<file path="src/rtl/burst_seq.sv">
module burst_seq #(
  parameter int ADDR_W = 19,
  parameter int DATA_W = 16,
  parameter int BURST_LEN = 32,
  parameter logic [DATA_W-1:0] DATA_KEY = 16'h5A3C
) (
  input  logic              clk,
  input  logic              rst_n,
  input  logic [ADDR_W-1:0] addr,
  input  logic              load_n,
  input  logic              adv_n,
  input  logic              ce_n,
  input  logic              oe_n,
  input  logic              we_n,
  output logic [ADDR_W-1:0] cur_addr,
  output logic              end_n,
  output logic [DATA_W-1:0] dq_out,
  output logic              dq_oe
);
  localparam int OFF_W = $clog2(BURST_LEN);
  localparam int HI_W = ADDR_W - DATA_W;
  localparam logic [OFF_W-1:0] LAST = OFF_W'(BURST_LEN - 1);

  logic [ADDR_W-1:0] start_q;
  logic [OFF_W-1:0]  off_q;
  logic              valid_q;

  wire do_load = !load_n;
  wire do_step = load_n && !adv_n && !ce_n && valid_q;

  always_ff @(posedge clk or negedge rst_n) begin
    if (!rst_n) begin
      start_q <= '0;
      off_q   <= '0;
      valid_q <= 1'b0;
    end else if (do_load) begin
      start_q <= addr;
      off_q   <= '0;
      valid_q <= 1'b1;
    end else if (do_step) begin
      off_q <= off_q + 1'b1;
    end
  end

  assign cur_addr = start_q + ADDR_W'(off_q);
  assign end_n    = !(off_q == LAST);

  wire [DATA_W-1:0] mem_word =
    cur_addr[DATA_W-1:0] ^ {cur_addr[ADDR_W-1:DATA_W], {(DATA_W-HI_W){1'b0}}} ^ DATA_KEY;

  assign dq_oe  = !ce_n && !oe_n && we_n && valid_q;
  assign dq_out = dq_oe ? mem_word : '0;

  AST_LOAD_CAPTURE: assert property (@(posedge clk) disable iff (!rst_n)
    !load_n |=> (cur_addr == $past(addr)) && end_n);
  AST_LOAD_PRIORITY: assert property (@(posedge clk) disable iff (!rst_n)
    (!load_n && !adv_n) |=> off_q == '0);
  AST_HOLD: assert property (@(posedge clk) disable iff (!rst_n)
    (load_n && adv_n) |=> $stable(cur_addr));
  AST_DESELECT_IGNORE: assert property (@(posedge clk) disable iff (!rst_n)
    (load_n && ce_n) |=> $stable(cur_addr));
  AST_STEP: assert property (@(posedge clk) disable iff (!rst_n)
    (load_n && !adv_n && !ce_n && valid_q && end_n) |=> cur_addr == $past(cur_addr) + 1'b1);
  AST_WRAP: assert property (@(posedge clk) disable iff (!rst_n)
    (load_n && !adv_n && !ce_n && !end_n) |=> (cur_addr == $past(start_q)) && end_n);
  AST_END_WORD: assert property (@(posedge clk) disable iff (!rst_n)
    !end_n |-> cur_addr == start_q + ADDR_W'(BURST_LEN - 1));
  AST_IDLE_ZERO: assert property (@(posedge clk) disable iff (!rst_n)
    !dq_oe |-> dq_out == '0);
  AST_NO_DRIVE_UNLOADED: assert property (@(posedge clk) disable iff (!rst_n)
    !valid_q |-> !dq_oe && cur_addr == '0);
endmodule

</file>
<file path="config.mk">
export PLATFORM = sky130hd
export DESIGN_NAME = burst_seq
export DESIGN_NICKNAME = d
export VERILOG_FILES = /design/src/rtl/burst_seq.sv
export SDC_FILE = /design/constraint.sdc
export NUM_CORES = 1
export LEC_CHECK = 0
export ABC_AREA = 1
export BUFFER_PORTS_ARGS = -buffer_cell sky130_fd_sc_hd__buf_2
export CORE_ASPECT_RATIO = 1.2
export CORE_MARGIN = 2
export CORE_UTILIZATION = 35
export CTS_CLUSTER_DIAMETER = 60
export CTS_CLUSTER_SIZE = 24
export DETAILED_ROUTE_END_ITERATION = 7
export PLACE_DENSITY = 0.62
export SLEW_MARGIN = 20
export SYNTH_ARGS = -nofsm -noshare
export SYNTH_HDL_FRONTEND = slang
export SYNTH_SLANG_ARGS = --single-unit
</file>
<file path="constraint.sdc">
create_clock -name clk -period 1.72 [get_ports clk]
set_input_delay 0 -clock clk [delete_from_list [all_inputs] [get_ports clk]]
set_output_delay 0 -clock clk [all_outputs]
set_load 0.02 [all_outputs]
</file>
=== After elaboration in Yosys (flattened, before gate mapping) ===
Cells that the tools add are included.

* Bits of input ports: 26
* Flip-flop bits (word level): 25
* Logic and storage cells: 22
* Output and inout bits: 37

* Bitwise logic cells: 2
* Muxes and demuxes: 3
* Equal/unequal tests: 2
* Reduce and logical (&&, ||, !) cells: 10
* Add/sub/neg operators: 2

{| class="wikitable"
|+ Operators by type and width
! operator !! count
|-
| $add 19x5->19 || 1
|-
| $mux 16 || 1
|-
| $xor 16x16->16 || 1
|-
| $mux 5 || 2
|-
| $not 8->8 || 1
|-
| $logic_and 1x1->1 || 6
|-
| $add 5x1->5 const B || 1
|-
| $eq 5x5->1 const B || 1
|-
| $logic_not 1->1 || 4
|-
| $ne 2x1->1 const B || 1
|}

=== Longest topological paths before layout ===
Gate-level depths: netlist (run 1).

* Depth after elaboration: 6
* Mapped depth: 12
* Mapped depth without buffers: 12

=== Worst setup path before layout (run 1) ===
Ideal clock, no wire load.

* Kind: register to output
* From: register off_q[0]
* To: output dq_out[13]
* Buffers on the path: 0
* Stages on the path, launching flop included: 13
* Setup slack: -215 ps
* Data arrival time: 1935 ps
* Data required time: 1720 ps
* Path through: dfrtp_1 -> ha_1 -> inv_1 -> fa_1 -> nor2_1 -> o21ai_1 -> nand2_1 -> nand2_1 -> nand2_1 -> nand2_2 -> nand2_1 -> nand2_1 -> nor2_1

* Word-level cells in the longest chain between the ends: 3

{| class="wikitable"
|+ RTL lines
! item !! line !! text
|-
| start, declared || 25 || <nowiki>logic [OFF_W-1:0] off_q;</nowiki>
|-
| start signal, assigned || 41 || <nowiki>off_q <= off_q + 1'b1;</nowiki>
|-
| $add 19x5->19 || 45 || <nowiki>assign cur_addr = start_q + ADDR_W'(off_q);</nowiki>
|-
| via cur_addr[16] || 15 || <nowiki>output logic [ADDR_W-1:0] cur_addr,</nowiki>
|-
| $xor 16x16->16 || 49 || <nowiki>cur_addr[DATA_W-1:0] ^ {cur_addr[ADDR_W-1:DATA_W], {(DATA_W-HI_W){1'b0}}} ^ DATA_KEY;</nowiki>
|-
| $mux 16 || 52 || <nowiki>assign dq_out = dq_oe ? mem_word : '0;</nowiki>
|-
| end, declared || 17 || <nowiki>output logic [DATA_W-1:0] dq_out,</nowiki>
|}

The timed path passes the listed nets, and every way through them passes these cells.

=== Worst setup path in the final report (run 1) ===
* From: register off_q[0]
* To: output dq_out[13]

* Word-level cells in the longest chain between the ends: 3

{| class="wikitable"
|+ RTL lines
! item !! line
|-
| $add 19x5->19 || 45
|-
| $xor 16x16->16 || 49
|-
| $mux 16 || 52
|}

Every way passes these cells.

==> results.toml, run 1 <==
[route]
drt-pass1-iter-count = 4
ant_nets = 0
detail_route.wl_per_cell_um = 12.1
routed_wl_um = 5080
route.detailed.drc = 0
drt_iter0_markers = 56
num_vias = 1964
viasPerCell = 4.67

[min_path]
min_from = "adv_n"
whs_path_depth = 4
whs_endpoint = "off_q[1]"
min_path_type = "input pin to register"

[power]
power_density_nw_per_um2 = 535
total_power_uw = 1600
leakagePower_uw = 0.00155
seq_power_share = 0.438
peakVddDrop_mv = 0.410
netSwitchingFraction = 0.340
p_clk_frac = 0.222
p_int_uw = 1060
p_sw_uw = 545
power_frac_comb = 0.339

[finish]
n_antenna_cell = 0
syn2layout_area_growth_pct = 67.2
finalNetCount = 396
layout_commonest_cell = "nand2_1"
num-fill-cells = 443
final_cell_mix = "nand2_1 (81), buf_4 (37), buf_2 (36)"
final_layout_size_suffix_gt1_frac = 0.454
final_util = 0.606

[die]
die_width_um = 69.3
ios = 63
core-area_um2 = 4940
row_count = 28
die_area_um2 = 5710
dieHeight_um = 82.4
start_util = 0.362

[synthesis]
synth_area_um2 = 1790
synth_area_per_cell_um2 = 7.11
yosys_warnings = 0
synth-async-reset-ratio = 1.00
yosys_register_bits = 25
synth_flop_cell = "dfrtp_1"
ys_types = 30
postSynthCellCount = 252
ys_seq_area_frac = 0.349
synth-edff-count = 0
syn_nets = 286

[global_routing]
grt_pass1_vias = 1782
grt_overflow = 0
grt_util_all_layers = 0.169
antenna_found_initial = 0
grt_start_max_net_pins = 26
grt_pass1_wl_um = 7890

[setup_path]
cp.arrival_ps = 2100
path_class = "register to output port"
r2r-end = "off_q[4]"
ff2ff_setup_slack_ps = 100
required_ps = 1720
cp-end-kind = "output port"
r2r-start = "off_q[0]"
rr_worst_depth = 6
cp-start-kind = "register"
path_max_fanout = 3

[flow_run]
drv_cap = 0

[clocking]
cts_root_buf = "clkbuf_8"
cts_sinks = 25
clk_latency_ps = 270
htree_levels = 1
numCtsBuffers = 3
cts_tree = "built"
clockBufferDepth = 2
worst_setup_hold_path_clk_slew_ps = 90

[sta]
slew_viol_final = 0
fin_skew_ps = 1.21
hold_violations = 0
fin_crit_sh = 1.22
worstMarginPinSlew_ps = 554
rsz0062_at_grt = "yes"
setup_ws_ps = -379
setup_viol_count_final = 28
relSlewSlack = 0.631
max_freq_mhz = 476
min_period_ps = 2100

[outcome]
outcome = "finished, violations left"
failed_checks = "negative setup slack"

[place]
io_buffers = 62
place_congestion = 0.780
hpwl_um = 3540
[final cells by class]
type | count | area (um^2) | area share
clock inverters | 1 | 7.51 | 0.00251
repair buffers | 111 | 860 | 0.287
multi-input cells | 197 | 1290 | 0.432
inverters | 24 | 90.1 | 0.0301
well taps | 60 | 75.1 | 0.0251
flip-flops and latches | 25 | 627 | 0.209
clock buffers | 3 | 41.3 | 0.0138
[critical path, stage by stage, from the launching register on]
cell and delay (ps):
dfrtp_1 370, ha_2 200, inv_2 40, fa_2 390
nor2_2 120, o21ai_1 80, nand2_1 110, nand2_1 60
nand2_1 70, nand2_2 80, nand2_2 70, nand2_2 60
nor2_4 80, buf_6 120
[kinds of logic (layout without fill, tap and decap cells)]
kind of cell,count (synthesis),after routing,synth area share
AOI/OAI and AO/OA,10,10,0.0377
DFF,25,25,0.349
and+or+nand+nor,167,167,0.426
xor gates and xnor gates,12,12,0.0629
buffers and inverters,30,139,0.0636
adders and majority gates,8,8,0.0601
[power by group through the flow]
stage	Sequential [uW]	Clock [uW]	Combinational [uW]
after global routing	709	392	593
after CTS	698	363	495
after detailed placement	705	0	416
after global placement	704	0	411
final	702	356	544
after floorplan	685	0	264
[layer usage]
metal | GRT usage | up-vias | routed length [um]
met2 | 0.305 | 56 | 2570
met1 | 0.217 | 892 | 2250
li1 | - | 1008 | -
met5 | 0 | - | 0
met4 | 0.0647 | 0 | 89
met3 | 0.00607 | 8 | 174
[worst max-delay path by stage]
stage	startpoint	end	slack, ps	cells past startpoint
after global placement	start_q[0]	dq_out[13]	-50	12
after global routing	off_q[0]	dq_out[13]	-490	13
after CTS	off_q[0]	dq_out[13]	-360	13
final	off_q[0]	dq_out[13]	-380	13
after floorplan	off_q[0]	dq_out[13]	-50	12
after detailed placement	off_q[0]	dq_out[13]	-90	12
[what timing repair did]
item                       in CTS  in global routing
setup buffers                   2                  5
gates resized for setup        45                 43
hold buffers                   21                  0
pin swaps                       6                 20
hold endpoints to repair       45                  0
setup endpoints to repair      29                 32
[flip-flops by register name, indices dropped and copies added, names as in the netlist]
| register | flops |
|---|---|
| start_q | 19 |
| off_q | 5 |
| valid_q | 1 |
[cell usage after synthesis, types with 2 or more instances]
cell type | instances | area, um^2
xnor2_1 | 9 | 78.8
nand3_1 | 6 | 30.0
clkbuf_1 | 5 | 18.8
nand3b_1 | 4 | 30.0
o21ai_0 | 6 | 30.0
nor2_1 | 31 | 116
nand2_2 | 10 | 62.6
xor2_1 | 2 | 17.5
nor3_1 | 3 | 15.0
dfrtp_1 | 25 | 626
ha_1 | 7 | 87.6
nor3_2 | 2 | 20.0
inv_1 | 23 | 86.3
nand2_1 | 96 | 360
nand4_1 | 8 | 50.1
[per-stage QoR]
step | cells | cell area (um^2) | hold slack (ps) | setup TNS, ps | worst slack [ps]
floorplan | 252 | 1860 | -296 | -73.8 | -46.6
global placement | 390 | 2380 | 16.2 | -75.5 | -51.7
detailed placement | 390 | 2380 | 18.3 | -225 | -93.9
CTS | 417 | 2830 | 36.3 | -4710 | -356
global route | 421 | 2990 | 81.8 | -8120 | -490
finish | 421 | 2990 | 40.9 | -5180 | -379
Power figures use the tool's default switching activity.
==> run 2: changes to the inputs <==
--- a/config.mk
+++ b/config.mk
@@ -7,7 +7,6 @@
 export LEC_CHECK = 0
 export ABC_AREA = 1
 export BUFFER_PORTS_ARGS = -buffer_cell sky130_fd_sc_hd__buf_2
-export CORE_ASPECT_RATIO = 1.2
 export CORE_MARGIN = 2
 export CORE_UTILIZATION = 35
 export CTS_CLUSTER_DIAMETER = 60
==> run 2 against run 1 <==
Compared with the run above: the run still ends with negative setup slack left; sequential power about the same; first-iteration DRC count up 36%; worst setup slack better by 34 ps; critical path depth is 1 lower; utilization grew 1.9 points; total power rose by 0.60%; count of clock-buffer cells in the layout up 1; clock power decreased by 5%; wire length down 3.2%.
==> results.toml, run 2 (synthesis gave the netlist of run 1 again) <==
[clocking]
clockBufferDepth = 2
numCtsBuffers = 3
cts_root_buf = "clkbuf_8"
htree_levels = 1
clk_latency_ps = 260
worst_setup_hold_path_clk_slew_ps = 80
cts_sinks = 25
cts_tree = "built"

[sta]
worstMarginPinSlew_ps = 542
hold_violations = 0
max_freq_mhz = 484
hold_ws_ps = 13.5
setup_ws_ps = -345
min_period_ps = 2060
fin_crit_sh = 1.20
rsz0062_at_grt = "yes"
setup_viol_count_final = 28
fin_skew_ps = 0.615
slew_viol_final = 0
relSlewSlack = 0.639

[place]
io_buffers = 62
hpwl_um = 3420
place_congestion = 0.937

[die]
row_count = 26
ios = 63
start_util = 0.357
core-area_um2 = 5010
die_area_um2 = 5700
dieHeight_um = 75.5
die_width_um = 75.5

[finish]
reg_top3 = "start_q: 19 flops, off_q: 5 flops, valid_q: 1 flops"
final-seq-area_um2 = 627
multi_input_area_um2 = 1340
top_register = "start_q"
num-fill-cells = 454
n_antenna_cell = 0
largest_reg_flops = 19
finalNetCount = 401
syn2layout_area_growth_pct = 74.9
layout_commonest_cell = "nand2_1"
final_cell_mix = "nand2_1 (77), buf_4 (38), buf_2 (33)"
final_layout_size_suffix_gt1_frac = 0.489

[flow_run]
drv_cap = 0

[setup_path]
cp.arrival_ps = 2060
cp-end-kind = "output port"
critPathSlowestCell = "fa_2"
path_class = "register to output port"
path_max_fanout = 6
cpLargestDelayFamily = "simple AND/OR/NAND/NOR gates"
ff2ff_setup_slack_ps = 150
cp-start-kind = "register"
required_ps = 1720
path_cells = "ha_2 > inv_2 > fa_2 > inv_2 > nand2_2 > nand3_4 > nand4_1 > nand2_4 > nand2_2 > nand2_2 > nor2_4 > buf_6"
worst_path_largest_cell_delay_ps = 400
cp_num_buf_inv = 3
critPathMostFrequentCell = "nand2_2"

[route]
ant_nets = 0
viasPerCell = 4.51
route.detailed.drc = 0
drt-pass1-iter-count = 4
routed_wl_um = 4920
drt_iter0_markers = 76
detail_route.wl_per_cell_um = 11.3
num_vias = 1965

[global_routing]
grt_util_all_layers = 0.168
grt_start_max_net_pins = 26
grt_pass1_vias = 1705
grt_pass1_wl_um = 7400
antenna_found_initial = 0
grt_overflow = 0

[power]
peakVddDrop_mv = 0.393
total_power_uw = 1610
leakagePower_uw = 0.00159
power_density_nw_per_um2 = 515

[min_path]
min_path_type = "input pin to register"

[outcome]
outcome = "finished, violations left"
failed_checks = "negative setup slack"
-- run 2: cell types whose count changed in the layout (fill, tap and decap cells not counted), moves of 3 or more --
cell	change
buf_2	-3
buf_6	+7
inv_1	-3
nand2_1	-4
nand2_2	+3
-- run 2: timing repair --
action                     4_1_cts  5_1_grt
pin swaps                        7       30
hold endpoints to repair        44        0
setup endpoints to repair       28       31
hold buffers                    20        0
resized for setup               63       48
setup buffers                    5        8
-- run 2: power breakdown --
| group | total, uW | switching, uW | leakage, uW | internal (uW) |
|---|---|---|---|---|
| clock network | 337 | 172 | 0.0000228 | 165 |
| registers | 705 | 73.9 | 0.000310 | 631 |
| logic | 570 | 286 | 0.00125 | 284 |
-- run 2: final cells by class --
| class | count | share of cell area |
|---|---|---|
| sequential | 25 | 0.200 |
| clock buffer | 4 | 0.0144 |
| inverter | 24 | 0.0300 |
| timing repair buffer | 116 | 0.300 |
| multi-input combinational | 197 | 0.427 |
| tap | 70 | 0.0280 |
-- run 2: final timing paths --
check / start / end / depth (start not counted)
worst min register to register: valid_q / valid_q / 2
worst max-delay path: off_q[0] / dq_out[15] / 12
min in group asynchronous: rst_n / off_q[1] / 2
worst min-delay path: load_n / valid_q / 2
worst max register to register: off_q[0] / off_q[4] / 6
max in group asynchronous: rst_n / start_q[12] / 2
-- run 2: per-layer routing --
layer | vias to the layer above | global-route usage | routed length [um]
li1 | 1015 | - | -
met1 | 891 | 0.236 | 2310
met2 | 55 | 0.275 | 2380
met3 | 4 | 0.0106 | 187
met4 | 0 | 0.0604 | 46
met5 | - | 0 | 0
-- run 2: through the flow --
step,util,area (um^2),setup slack [ps],TNS (ps),instances
after floorplan,-,1860,-46.6,-73.8,252
after global placement,0.478,2400,-58.8,-141,400
after detailed placement,0.478,2400,-94.0,-346,400
after CTS,0.582,2920,-343,-4750,429
after global routing,0.625,3130,-480,-8430,436
final,0.625,3130,-345,-5160,436
